===== src/rtl/rac_pkg.sv =====
package rac_pkg;

    localparam int ADDR_W    = 16;
    localparam int DATA_W    = 64;
    localparam int LANES     = DATA_W / 8;
    localparam int SPI_W     = 10;
    localparam int SIZE_W    = 4;
    localparam int PRIV_IRQS = 32;
    localparam int INTID_W   = ADDR_W + 3;
    localparam int DEF_NUM_REGIONS = 6;

    // One register region. irq_shift is log2 of bits-per-interrupt,
    // only meaningful when per_irq is set.
    typedef struct packed {
        logic [ADDR_W-1:0] base;
        logic [ADDR_W:0]   len;
        logic [2:0]        size_ok;   // [0]=1B [1]=4B [2]=8B
        logic              per_irq;
        logic [2:0]        irq_shift;
    } region_t;

    typedef enum logic [1:0] {
        SZ_BYTE  = 2'd0,
        SZ_WORD  = 2'd1,
        SZ_DWORD = 2'd2,
        SZ_BAD   = 2'd3
    } size_class_e;

    typedef struct packed {
        logic              valid;
        logic              write;
        logic              accept;
        logic [ADDR_W-1:0] rel;
        logic [SIZE_W-1:0] size;
    } dec_t;

    function automatic size_class_e classify_size(input logic [SIZE_W-1:0] nbytes);
        case (nbytes)
            4'd1:    return SZ_BYTE;
            4'd4:    return SZ_WORD;
            4'd8:    return SZ_DWORD;
            default: return SZ_BAD;
        endcase
    endfunction

    function automatic region_t mk_region(input int base, input int len,
                                          input logic [2:0] ok, input int bpi);
        region_t r;
        r.base    = ADDR_W'(base);
        r.len     = (ADDR_W+1)'(len);
        r.size_ok = ok;
        r.per_irq = (bpi != 0);
        r.irq_shift = 3'd0;
        for (int s = 0; s < 8; s++)
            if (bpi == (1 << s)) r.irq_shift = 3'(s);
        return r;
    endfunction

    localparam region_t [DEF_NUM_REGIONS-1:0] DEFAULT_REGIONS = '{
        5: mk_region('h6000, 'h2000, 3'b110, 64),
        4: mk_region('h0C00, 'h0100, 3'b010, 2),
        3: mk_region('h0400, 'h0400, 3'b011, 8),
        2: mk_region('h0100, 'h0080, 3'b010, 1),
        1: mk_region('h0080, 'h0080, 3'b010, 1),
        0: mk_region('h0000, 'h0010, 3'b010, 0)
    };

endpackage


===== src/rtl/rac_rule_check.sv =====
module rac_rule_check
    import rac_pkg::*;
(
    input  logic              hit,
    input  region_t           region,
    input  logic [ADDR_W-1:0] offset,
    input  logic [ADDR_W-1:0] rel,
    input  logic [SIZE_W-1:0] size,
    input  logic [SPI_W-1:0]  spi_count,
    output logic              accept
);
    size_class_e      cls;
    logic             size_legal;
    logic             size_allowed;
    logic             aligned;
    logic             irq_ok;
    logic [INTID_W-1:0] intid;
    logic [INTID_W-1:0] irq_limit;

    assign cls        = classify_size(size);
    assign size_legal = (cls != SZ_BAD);

    always_comb begin
        size_allowed = 1'b0;
        aligned      = 1'b0;
        case (cls)
            SZ_BYTE: begin
                size_allowed = region.size_ok[0];
                aligned      = 1'b1;
            end
            SZ_WORD: begin
                size_allowed = region.size_ok[1];
                aligned      = (offset[1:0] == 2'b00);
            end
            SZ_DWORD: begin
                size_allowed = region.size_ok[2];
                aligned      = (offset[2:0] == 3'b000);
            end
            default: begin
                size_allowed = 1'b0;
                aligned      = 1'b0;
            end
        endcase
    end

    // Interrupt number = relative byte offset * 8 / bits-per-interrupt.
    assign intid     = {rel, 3'b000} >> region.irq_shift;
    assign irq_limit = INTID_W'(PRIV_IRQS) + INTID_W'(spi_count);
    assign irq_ok    = !region.per_irq || (intid < irq_limit);

    assign accept = hit && size_legal && size_allowed && aligned && irq_ok;

endmodule


===== config.mk =====
export PLATFORM = sky130hd
export DESIGN_NAME = rac_rule_check
export DESIGN_NICKNAME = d
export VERILOG_FILES = /design/src/rtl/rac_pkg.sv /design/src/rtl/rac_rule_check.sv
export SDC_FILE = /design/constraint.sdc
export NUM_CORES = 1
export LEC_CHECK = 0
export BUFFER_PORTS_ARGS = -buffer_cell sky130_fd_sc_hd__buf_2
export CORE_UTILIZATION = 37
export DETAILED_ROUTE_END_ITERATION = 16
export PLACE_DENSITY = 0.84
export SYNTH_ARGS = -nofsm -noshare
export SYNTH_HDL_FRONTEND = slang
export SYNTH_SLANG_ARGS = --single-unit

===== constraint.sdc =====
create_clock -name vclk -period 6.2
set_input_delay 1.55 -clock vclk [all_inputs]
set_output_delay 1.55 -clock vclk [all_outputs]
set_load 0.01 [all_outputs]

==> reports/results.tsv <==
stage	metric	value	unit
global_routing	largest net degree at the start of global routing	23	
clocking	post-CTS setup buffer count	0	
synthesis	count leader, synth	nand2_1	
flow_run	MaxCap Viol Count	0	
global_routing	overflow left after global routing	0	
synthesis	synth cell count leaders	nand2_1, ha_1, nor2_1	
timing	FMAX	172	MHz
floorplanning	num rows	16	
pwr	peak supply drop	38.3	uV
min_path	Hold Crit Class	in2out	
synthesis	Synth Cell Area	850	um2
finish	clkbuf count	0	
synthesis	Seq/Total Area, Yosys	0	%
placement	DP HPWL	1860	um
synthesis	ranking of synthesized cells by area	ha_1, mux2i_1, mux2_2	
finish	Seq. cell area	0	um2
synthesis	Synth cell types	40	
floorplanning	die area	0.00249	mm2
setup_path	Setup crit end kind	primary output	
drt	Detailed Route Iter0 Violations	18	
floorplanning	core area	0.00206	mm2
finish	area delta synth->final	24.6	%
drt	DR vias	1032	
run_status	status	completed	
global_routing	busiest grt layer	met2	
clocking	CTS resizes	0	
synthesis	YS warnings	0	
pwr	Static Leak	0.535	nW
drt	DRC viols	0	
floorplanning	Die H	49.9	um
setup_path	data required time of the worst path	4.65	ns
timing	fin crit period	5.81	ns
pwr	Pwr Density	73.0	mW/mm2
global_routing	global-route usage over all layers	17.2	%
drt	1st-pass router iterations	4	
global_routing	global routing usage on met2	28.8	%
floorplanning	num ports	88	
synthesis	Yosys top cell by area	ha_1	
finish	nets	258	
setup_path	CP Launch Type	primary input	
finish	share of layout cells above drive strength 1	32.9	%
setup_path	CP Max Fanout	19	
floorplanning	Die X	49.9	um
synthesis	area share of the largest cell type after synthesis	16.2	%
drt	drt wl/cell	11.8	um
floorplanning	Initial Utilization	41.2	%
timing	WHS	3.41	ns
finish	final core occ	51.3	%
clocking	hold buffer count at CTS	0	
synthesis	cell count after synthesis	123	
timing	unrepaired setup endpoints after global routing	false	
timing	final slew viol count	0	
placement	routability cong.	0.868	
global_routing	initial antenna violation count	0	
finish	# diodes	0	
synthesis	Post-Syn Nets	221	
pwr	Power Total	0.0000773	W
placement	PortBufs	42	
timing	setup violators final	0	
drt	Routed WL	2180	um
placement	Post-Place Worst Slack	0.356	ns
synthesis	Avg Cell Area, Syn	6.91	um2
timing	worst-margin pin slew	0.392	ns
setup_path	Crit path arrival time	4.26	ns
global_routing	GR Util met1	24.8	%
global_routing	first-pass GRT wire length	3530	um
global_routing	met3 usage	1.23	%
setup_path	Setup CP Type	in2out	
timing	Final Hold Fails	0	
timing	setup TNS	0	ns
timing	Setup WS post-layout	0.392	ns
timing	Final period util	93.7	%
finish	final sequential cell count	0	
global_routing	vias in the first global route	885	
drt	antenna violation net count after detailed routing	0	
timing	Worst slew margin	73.9	%
drt	Vias/cell	5.58	
worst paths after layout:
| path | endpoint | start | cells after the start |
|---|---|---|---|
| worst min-delay path | accept | region[3] | 3 |
| worst max-delay path | accept | region[1] | 11 |
kinds of logic (layout without fill, tap and decap cells):
kind of cell / count (synthesis) / in the layout / synth area share, %
AOI/OAI and AO/OA: 33 / 33 / 27.8
xor gates and xnor gates: 3 / 3 / 3.09
adders and majority gates: 11 / 11 / 16.2
buffers and inverters: 16 / 51 / 8.10
muxes: 17 / 17 / 21.5
and+or+nand+nor: 43 / 43 / 23.3
per-layer routing:
layer / part of all wire [%] / vias up
met5: 0 / -
met2: 42 / 60
met4: 0 / 0
met1: 50 / 444
li1: - / 528
met3: 8.2 / 0
where the power goes:
| group | total [W] | internal, W | leakage (nW) | switching, W |
|---|---|---|---|---|
| sequential | 0 | 0 | 0 | 0 |
| clock | 0 | 0 | 0 | 0 |
| combinational | 0.0000773 | 0.0000365 | 0.535 | 0.0000408 |
| total | 0.0000773 | 0.0000365 | 0.535 | 0.0000408 |
layout make-up:
type	instances	area, um2
Timing Repair Buffer	42	210
Fill cell	206	1000
Multi-Input combinational cell	107	781
Tap cell	27	33.8
Inverter	9	33.8
per-stage QoR:
step                instance area [um2]  cells
floorplan                           850    123
global placement                   1060    185
detailed placement                 1060    185
CTS                                1060    185
global route                       1060    185
finish                             1060    185
worst max-delay path, stage by stage:
cell	delay, ns
buf_2	0.33
mux2_2	0.41
o21ai_0	0.23
o21ai_0	0.12
ha_1	0.34
a211o_1	0.30
a21oi_1	0.10
o21ai_0	0.09
o41a_1	0.39
a311oi_2	0.23
buf_2	0.16
cell usage in the layout (no fill, tap or decap), drive strengths merged, types with 2 or more instances in the layout:
cell type and n:
o21ai 7, buf 42, xor2 2, a311oi 2, nand4 2, mux2i 10, nor3 4, a31o 2
nor2 10, o31ai 2, a211o 2, mux2 7, nand2 15, a21o 2, o211ai 3, nand3 6
a21oi 7, ha 11, inv 8
No activity file was read; power rests on OpenSTA's default activity.
